## src/rtl/acq_trig_pkg.sv

```systemverilog
package acq_trig_pkg;

    typedef enum logic [1:0] {
        ST_IDLE    = 2'd0,
        ST_ARMED   = 2'd1,
        ST_DELAY   = 2'd2,
        ST_CAPTURE = 2'd3
    } trig_state_e;

    localparam int          MODE_W     = 2;
    localparam logic [1:0]  MODE_POST  = 2'd2;
    localparam logic [1:0]  MODE_DELAY = 2'd3;
    localparam int          EXT_EN_POS = 4;

    function automatic logic mode_arms(input logic [MODE_W-1:0] m);
        return (m == MODE_POST) || (m == MODE_DELAY);
    endfunction

endpackage

```

## src/rtl/acq_trig_sync.sv

```systemverilog
module acq_trig_sync #(
    parameter int STAGES = 2
) (
    input  logic clk,
    input  logic rst_n,
    input  logic din,
    output logic rise
);
    localparam int LAST = STAGES;

    logic [LAST:0] sh_d, sh_q;

    always_comb begin
        sh_d = {sh_q[LAST-1:0], din};
    end

    always_ff @(posedge clk or negedge rst_n) begin
        if (!rst_n) sh_q <= '0;
        else        sh_q <= sh_d;
    end

    assign rise = sh_q[LAST-1] & ~sh_q[LAST];

endmodule

```

## src/rtl/acq_trig_cfg.sv

```systemverilog
module acq_trig_cfg
    import acq_trig_pkg::*;
#(
    parameter int CFG_W       = 8,
    parameter int DLY_W       = 8,
    parameter int CNT_W       = 16,
    parameter int DLY_DEFAULT = 72
) (
    input  logic             clk,
    input  logic             rst_n,
    input  logic             trig_cfg_wr,
    input  logic [CFG_W-1:0] trig_cfg_data,
    input  logic             dly_wr,
    input  logic [DLY_W-1:0] dly_val,
    input  logic             stop_wr,
    input  logic             stop_en,
    input  logic [CNT_W-1:0] stop_val,
    output logic [MODE_W-1:0] mode_q,
    output logic             ext_en_q,
    output logic [DLY_W-1:0] dly_q,
    output logic             stop_en_q,
    output logic [CNT_W-1:0] stop_val_q
);
    typedef struct packed {
        logic [MODE_W-1:0] mode;
        logic              ext_en;
        logic [DLY_W-1:0]  dly;
        logic              sen;
        logic [CNT_W-1:0]  sval;
    } cfg_t;

    cfg_t c_d, c_q;

    logic unused_cfg_bits;
    assign unused_cfg_bits = ^trig_cfg_data;

    always_comb begin
        c_d = c_q;
        if (trig_cfg_wr) begin
            c_d.mode   = trig_cfg_data[MODE_W-1:0];
            c_d.ext_en = trig_cfg_data[EXT_EN_POS];
        end
        if (dly_wr) begin
            c_d.dly = dly_val;
        end
        if (stop_wr) begin
            c_d.sen  = stop_en;
            c_d.sval = stop_val;
        end
    end

    always_ff @(posedge clk or negedge rst_n) begin
        if (!rst_n) begin
            c_q.mode   <= '0;
            c_q.ext_en <= 1'b0;
            c_q.dly    <= DLY_W'(DLY_DEFAULT);
            c_q.sen    <= 1'b0;
            c_q.sval   <= '0;
        end else begin
            c_q <= c_d;
        end
    end

    assign mode_q     = c_q.mode;
    assign ext_en_q   = c_q.ext_en;
    assign dly_q      = c_q.dly;
    assign stop_en_q  = c_q.sen;
    assign stop_val_q = c_q.sval;

endmodule

```

## src/rtl/acq_trig_ctrl.sv

```systemverilog
module acq_trig_ctrl
    import acq_trig_pkg::*;
#(
    parameter int CFG_W       = 8,
    parameter int DLY_W       = 8,
    parameter int CNT_W       = 16,
    parameter int DLY_DEFAULT = 72,
    parameter int SYNC_STAGES = 2
) (
    input  logic             clk,
    input  logic             rst_n,
    input  logic             trig_cfg_wr,
    input  logic [CFG_W-1:0] trig_cfg_data,
    input  logic             start_wr,
    input  logic             fifo_rst_wr,
    input  logic             ext_trig,
    input  logic             dly_wr,
    input  logic [DLY_W-1:0] dly_val,
    input  logic             stop_wr,
    input  logic             stop_en,
    input  logic [CNT_W-1:0] stop_val,
    input  logic             sample_stb,
    output logic             capture_en,
    output logic             sample_wr,
    output logic             fifo_clr,
    output logic [1:0]       ctl_state
);
    logic              ext_rise;
    logic [MODE_W-1:0] mode_q;
    logic              ext_en_q;
    logic [DLY_W-1:0]  dly_q;
    logic              stop_en_q;
    logic [CNT_W-1:0]  stop_val_q;
    logic              fire;

    acq_trig_sync #(
        .STAGES (SYNC_STAGES)
    ) sync_i (
        .clk   (clk),
        .rst_n (rst_n),
        .din   (ext_trig),
        .rise  (ext_rise)
    );

    acq_trig_cfg #(
        .CFG_W       (CFG_W),
        .DLY_W       (DLY_W),
        .CNT_W       (CNT_W),
        .DLY_DEFAULT (DLY_DEFAULT)
    ) cfg_i (
        .clk           (clk),
        .rst_n         (rst_n),
        .trig_cfg_wr   (trig_cfg_wr),
        .trig_cfg_data (trig_cfg_data),
        .dly_wr        (dly_wr),
        .dly_val       (dly_val),
        .stop_wr       (stop_wr),
        .stop_en       (stop_en),
        .stop_val      (stop_val),
        .mode_q        (mode_q),
        .ext_en_q      (ext_en_q),
        .dly_q         (dly_q),
        .stop_en_q     (stop_en_q),
        .stop_val_q    (stop_val_q)
    );

    typedef struct packed {
        trig_state_e      st;
        logic [DLY_W-1:0] dcnt;
        logic [CNT_W-1:0] ccnt;
        logic             clr;
    } ctl_t;

    ctl_t r_d, r_q;

    assign fire = ext_en_q ? ext_rise : start_wr;

    always_comb begin
        r_d     = r_q;
        r_d.clr = fifo_rst_wr;
        if (fifo_rst_wr) begin
            r_d.st = ST_IDLE;
        end else if (trig_cfg_wr) begin
            r_d.st = mode_arms(trig_cfg_data[MODE_W-1:0]) ? ST_ARMED : ST_IDLE;
        end else begin
            unique case (r_q.st)
                ST_IDLE: begin
                    r_d.st = ST_IDLE;
                end
                ST_ARMED: begin
                    if (fire) begin
                        if (mode_q == MODE_DELAY && dly_q != '0) begin
                            r_d.st   = ST_DELAY;
                            r_d.dcnt = dly_q;
                        end else begin
                            r_d.st   = ST_CAPTURE;
                            r_d.ccnt = '0;
                        end
                    end
                end
                ST_DELAY: begin
                    if (sample_stb) begin
                        r_d.dcnt = r_q.dcnt - 1'b1;
                        if (r_q.dcnt <= DLY_W'(1)) begin
                            r_d.st   = ST_CAPTURE;
                            r_d.ccnt = '0;
                        end
                    end
                end
                ST_CAPTURE: begin
                    if (sample_stb && stop_en_q) begin
                        r_d.ccnt = r_q.ccnt + 1'b1;
                        if (CNT_W'(r_q.ccnt + 1'b1) == stop_val_q) begin
                            r_d.st = ST_IDLE;
                        end
                    end
                end
            endcase
        end
    end

    always_ff @(posedge clk or negedge rst_n) begin
        if (!rst_n) begin
            r_q.st   <= ST_IDLE;
            r_q.dcnt <= '0;
            r_q.ccnt <= '0;
            r_q.clr  <= 1'b0;
        end else begin
            r_q <= r_d;
        end
    end

    assign capture_en = (r_q.st == ST_CAPTURE);
    assign sample_wr  = capture_en & sample_stb;
    assign fifo_clr   = r_q.clr;
    assign ctl_state  = r_q.st;

endmodule

```

## config.mk

```make
export PLATFORM = sky130hd
export DESIGN_NAME = acq_trig_ctrl
export DESIGN_NICKNAME = d
export VERILOG_FILES = /design/src/rtl/acq_trig_pkg.sv /design/src/rtl/acq_trig_sync.sv /design/src/rtl/acq_trig_cfg.sv /design/src/rtl/acq_trig_ctrl.sv
export SDC_FILE = /design/constraint.sdc
export NUM_CORES = 1
export LEC_CHECK = 0
export ABC_AREA = 0
export BUFFER_PORTS_ARGS = -buffer_cell sky130_fd_sc_hd__buf_2
export CAP_MARGIN = 20
export CORE_MARGIN = 5
export CORE_UTILIZATION = 30
export CTS_CLUSTER_DIAMETER = 150
export CTS_CLUSTER_SIZE = 8
export DETAILED_ROUTE_END_ITERATION = 8
export PLACE_DENSITY = 0.57
export SYNTH_ARGS = -nofsm -noshare
export SYNTH_HDL_FRONTEND = slang
export SYNTH_SLANG_ARGS = --single-unit
```

## constraint.sdc

```tcl
create_clock -name clk -period 3.5 [get_ports clk]
set_clock_uncertainty 0.15 [all_clocks]
set_input_delay 0.35 -clock clk [delete_from_list [all_inputs] [get_ports clk]]
set_output_delay 0.35 -clock clk [all_outputs]
set_load 0.02 [all_outputs]
```

# After elaboration in Yosys (flattened, before gate mapping)
# Cells that the tools add are included.
[word_totals]
regBits = 58
latch_bits = 0
ram_bits = 0
romBits = 0
wordCells = 63
mem_count = 0
[classes]
n_addsub = 2
n_mul = 0
div_mod_pow = 0
order_cmp = 1
eq_ne = 18
n_shift = 0
mux = 17
bitwise_logic = 5
reduce_logical = 10
[op_table]
columns = ["operator", "n"]
rows = [
  ["26-bit 2-to-1 mux", 2],
  ["16-bit 2-to-1 mux", 3],
  ["16-bit case mux with 3 select lines", 1],
  ["16-bit by 1-bit adder with 16-bit output (second input constant)", 1],
  ["16-bit == test", 1],
  ["8-bit case mux with 2 select lines", 1],
  ["4-bit inequality test (second input constant)", 3],
  ["2-bit == test (second input constant)", 5],
  ["2-bit 2-to-1 mux", 5],
  ["2-bit inequality test (second input constant)", 5],
  ["8-bit by 1-bit less-or-equal comparator with 1-bit output (second input constant)", 1],
  ["8-bit 2-to-1 mux", 1],
  ["4-bit by 3-bit inequality test with 1-bit output (second input constant)", 2],
  ["2-bit case mux with 4 select lines", 1],
  ["8-bit AND reduction", 1],
  ["8-bit nonzero test", 1],
  ["8-bit by 1-bit subtractor with 8-bit output (second input constant)", 1],
  ["6-bit AND reduction", 1],
  ["5-bit AND reduction", 1],
  ["1-bit 2-to-1 mux", 3],
  ["1-bit inverter", 3],
  ["3-bit nonzero test", 1],
  ["1-bit bitwise AND", 2],
  ["2-bit by 1-bit == test with 1-bit output (second input constant)", 1],
  ["5 further kinds", 6],
]

# Longest topological paths before layout
[logic_depth]
depth_word = 7
ltp_mapped = 9

# Modules after synthesis
# Synthesis repeated with hierarchy kept, for this count alone.
[unflattened]
cells_unflattened = 345
area_unflattened_um2 = 3392.0
[by_module_without_submodules]
columns = ["module", "n_inst", "cells_per_inst", "area_each_um2"]
rows = [
  ["acq_trig_ctrl", 1, 282, 2210.9],
  ["acq_trig_cfg", 1, 59, 1092.3],
  ["acq_trig_sync", 1, 4, 88.8],
]

# Least setup slack after synthesis
# No wires, ideal clock.
[synth_path]
path_kind = "register to register"
from = "register r_q[1] in the netlist's numbering"
to = "register r_q, in the netlist ctl_state[0]"
setup_time_ps = 127
arrival_time_ps = 2419
required_ps = 3223
slack_ps = 804
stages_incl_launch_ff = 8
path_cell_list = "dfrtp_1 -> ha_1 -> nand3_1 -> or4_4 -> a211o_1 -> nor4_2 -> or3_1 -> mux2_1"
[synth_via]
elab_chain_cells = 4
[synth_lines]
columns = ["item", "line", "rtl"]
rows = [
  ["start, declared", "acq_trig_ctrl.sv:74", "ctl_t r_d, r_q;"],
  ["start signal, assigned", "acq_trig_ctrl.sv:129", "r_q <= r_d;"],
  ["16-bit by 1-bit adder with 16-bit output", "acq_trig_ctrl.sv:113", "if (CNT_W'(r_q.ccnt + 1'b1) == stop_val_q) begin"],
  ["16-bit == test", "acq_trig_ctrl.sv:113", ""],
  ["4-bit by 3-bit inequality test with 1-bit output (no source line)", "--", ""],
  ["5-bit AND reduction (no source line)", "--", ""],
]
# No other way between the ends.
# A chain may end at the register's enable or synchronous reset.

# Worst setup path after layout
# Same ends and word-level chain as after synthesis.

==> tab_implementation.tex <==
\begin{tabular}{lr}
\hline
Metric & Value \\
\hline
\multicolumn{2}{l}{\textbf{Run status}} \\
Result of the run & complete, no violations \\
\multicolumn{2}{l}{\textbf{Pwr}} \\
Relative contribution of combinational cells to total power & 14.9\% \\
P\_sw & 461 uW \\
Internal portion of total power & 1.22 mW \\
Clock network fraction of design power & 36.1\% \\
Standby leakage power & 1.56 nW \\
Reg power frac & 49.0\% \\
Worst VDD drop & 0.177 mV \\
Switching power share of the total & a little over a quarter \\
Pwr Density & 454 mW/mm\^{}2 \\
\multicolumn{2}{l}{\textbf{Timing}} \\
Time the final worst path needs with I/O delays and setup & 3.01 ns \\
Fin Setup TNS & 0 ns \\
Slew Viols, Final & 0 \\
Period Utilization, post-route & 86.0\% \\
Total setup violations reported at the end of the flow & 0 \\
Hold\_ws & between 0.03 and 0.04 ns \\
Maximum clock rate & approximately 330 MHz \\
Final worst-path setup slack & 0.489 ns \\
Unrepaired setup endpoints after global routing & no \\
Transition time at the pin with the least slew margin & about 0.76 ns \\
Hold violation count in the final report & 0 \\
Worst rel slew slack & about half \\
\multicolumn{2}{l}{\textbf{Setup path}} \\
Critical Path Sink Type & register \\
Startpoint type of the worst setup path & register \\
Max FO, Critical Path & 8 \\
Critical path type & reg -> reg \\
Data arrival time of the critical path & 3.08 ns \\
Data required time at the worst endpoint & roughly 3.6 ns \\
\multicolumn{2}{l}{\textbf{Routing}} \\
Starting DRT DRC Count & between 100 and 150 \\
Aggregate routed wire length & 7390 um \\
Antenna-violating nets left & 0 \\
Average wire per cell in the routed design & approximately 15 um \\
DRT Pass-1 Iters & 4 \\
Via density & 5.16 \\
Total via count in the routed design & roughly 2.6k \\
DRC viols & 0 \\
\multicolumn{2}{l}{\textbf{Placement}} \\
Minimum setup slack after placement & 0.500 ns \\
Number of instances in the placed design & 483 \\
Buffers added on ports & 41 \\
Cell area after placement & approximately 0.0035 sq mm \\
Detailed placer's ending HPWL & 5320 um \\
Final estimated routing congestion in global placement & 0.858 \\
\multicolumn{2}{l}{\textbf{Synthesis}} \\
Yosys warnings & 0 \\
Number of synthesized register bits & between 50 and 60 \\
Count of flip-flops with a built-in enable after synthesis & 0 \\
Number of nets in the synthesized netlist & 373 \\
Post-synth design cell area & 0.00320 sq mm \\
Sequential-to-total area share from yosys stat & 45.4\% \\
Synthesized area per cell & 9.87 sq um \\
Count of unique library cells instantiated by Yosys & 46 \\
Mapped Cells & 324 \\
Async set-reset flop share out of synthesis & 100\% \\
Main flop type after synthesis & dfrtp\_1 \\
\multicolumn{2}{l}{\textbf{Clock network}} \\
Reg clk slew, reported paths & 0.06 ns \\
CTS tree & built \\
CTS H-Tree Depth & 3 \\
Number of clock buffers inserted by TritonCTS & 9 \\
Sinks on Clock Net & 58 \\
Clock buffer depth & 2 \\
Cell chosen for the clock root & clkbuf\_8 \\
Clock Latency Late Sink & $\sim$0.34 ns \\
\multicolumn{2}{l}{\textbf{Layout}} \\
Number of inserted diodes & 0 \\
Most common cell after layout, fill and taps aside & dfrtp\_1 \\
Commonest cells after routing, fill and taps aside & 56 x dfrtp\_1, 41 x buf\_2, 35 x o21ai\_0 \\
Fraction of final layout cells with drive strength greater than 1 & between 20\% and 30\% \\
Net count of the finished layout & just over 400 \\
Number of standard cells in the final layout excluding fillers & 501 \\
Area delta synth->final & 15.9\% \\
Post-Layout Inst Area & 0.00371 sq mm \\
\multicolumn{2}{l}{\textbf{Floorplan}} \\
Die footprint & between 0.01 and 0.015 sq mm \\
Vertical extent of the die & between 100 and 150 um \\
Width of the die & 113 um \\
Row count & 37 \\
I/O pin total & 47 \\
Starting Density & 30.9\% \\
Core area & 0.0104 sq mm \\
\multicolumn{2}{l}{\textbf{Global routing}} \\
Number of global-route vias before repair & 2459 \\
First-pass GRT wire length & 12100 um \\
Largest net degree at the start of global routing & 33 \\
Remaining Overflow, GRT & 0 \\
All-layer global routing usage & 12.0\% \\
Initial antenna violation count & 0 \\
\multicolumn{2}{l}{\textbf{Job}} \\
Number of max-cap violations & 0 \\
\multicolumn{2}{l}{\textbf{Min path}} \\
Min-delay worst type & in -> reg \\
\hline
\end{tabular}
[critical path, cell delays in order, from the launching register on]
cell	delay [ns]
dfrtp_1	0.46
ha_1	0.28
nand3_1	0.19
or4_4	0.57
a211o_1	0.34
nor4_2	0.42
or3_1	0.18
mux2_1	0.31
[state kept, by name, indices dropped and copies added, names as in the netlist]
register / count
cfg_i.dly_q: 8
cfg_i.ext_en_q: 1
cfg_i.mode_q: 2
cfg_i.stop_en_q: 1
cfg_i.stop_val_q: 16
ctl_state: 2
fifo_clr: 1
r_q: 24
sync_i.sh_q: 3
[through the flow]
| stage | utilization [%] | power (mW) |
|---|---|---|
| 6_report | 35.8 | 1.68 |
| 5_1_grt | 35.8 | 1.78 |
| 4_1_cts | 35.8 | 1.71 |
| 3_5_place_dp | 33.7 | 1.09 |
| 3_3_place_gp | 33.7 | 1.08 |
| 2_1_floorplan | - | 0.997 |
[final timing paths]
kind | slack [ns] | from | end | depth (start not counted)
setup / recovery | 0.49 | r_q[1]$_DFFE_PN0P_ | ctl_state[0]$_DFFE_PN0P_ | 7
hold / removal | 0.04 | fifo_rst_wr | fifo_clr$_DFF_PN0_ | 1
setup reg to reg | 0.49 | r_q[1]$_DFFE_PN0P_ | ctl_state[0]$_DFFE_PN0P_ | 7
hold reg to reg | 0.20 | sync_i.sh_q[0]$_DFF_PN0_ | sync_i.sh_q[1]$_DFF_PN0_ | 0
max in group asynchronous | 1.89 | rst_n | cfg_i.stop_val_q[1]$_DFFE_PN0P_ | 3
min in group asynchronous | 0.47 | rst_n | cfg_i.dly_q[0]$_DFFE_PN0P_ | 2
[layout make-up]
type                    count  area [sq um]
repair buffers             46           248
well taps                 136           170
multi-input cells         233          1600
clock inverters             3          40.0
flip-flops and latches     58          1450
clock buffers              13           149
fillers                  1079          6660
inverters                  12          45.0
[cell families after synthesis]
family | synth area share [%]
simple gates | 17.2
fa+ha+maj | 2.74
buf+inv | 4.46
compound gates | 15.4
xor+xnor | 5.75
mux | 9.07
flops | 45.4
[timing repair]
item / in CTS / in global routing
buffers inserted: 0 / 0
resized for setup: 0 / 0
endpoints found under the hold margin: 30 / 0
hold buffers: 2 / 0
[power by group through the flow]
stage	combinational, mW	clock, mW	sequential, mW
4_1_cts	0.255	0.630	0.824
3_3_place_gp	0.243	0	0.834
3_5_place_dp	0.252	0	0.835
5_1_grt	0.285	0.656	0.836
6_report	0.250	0.607	0.825
2_1_floorplan	0.180	0	0.817
[cells in the mapped netlist (4+ instances only)]
master	n	area (sq um)
nor2_1	12	45.0
xor2_1	5	43.8
a21oi_1	16	80.1
o22ai_1	6	37.5
dfrtp_1	56	1400
and2_1	5	31.3
and4_1	5	43.8
ha_1	7	87.6
nand4_1	7	43.8
nand2_1	23	86.3
xnor2_1	16	140
o21ai_0	35	175
inv_1	12	45.0
a31oi_1	4	25.0
o31ai_1	10	75.1
nor4_1	4	25.0
and3_1	4	25.0
clkbuf_1	14	52.6
nand3_1	13	65.1
buf_4	4	30.0
mux2_2	23	259
[layer usage]
layer / vias up / part of all wire, % / global-route usage, %
met5: - / 0 / 0
met4: 0 / 1.5 / 4.49
met3: 8 / 5.3 / 4.06
met2: 66 / 46 / 18.2
met1: 1255 / 48 / 15.7
li1: 1258 / - / -
(Power assumes the default switching activity.)
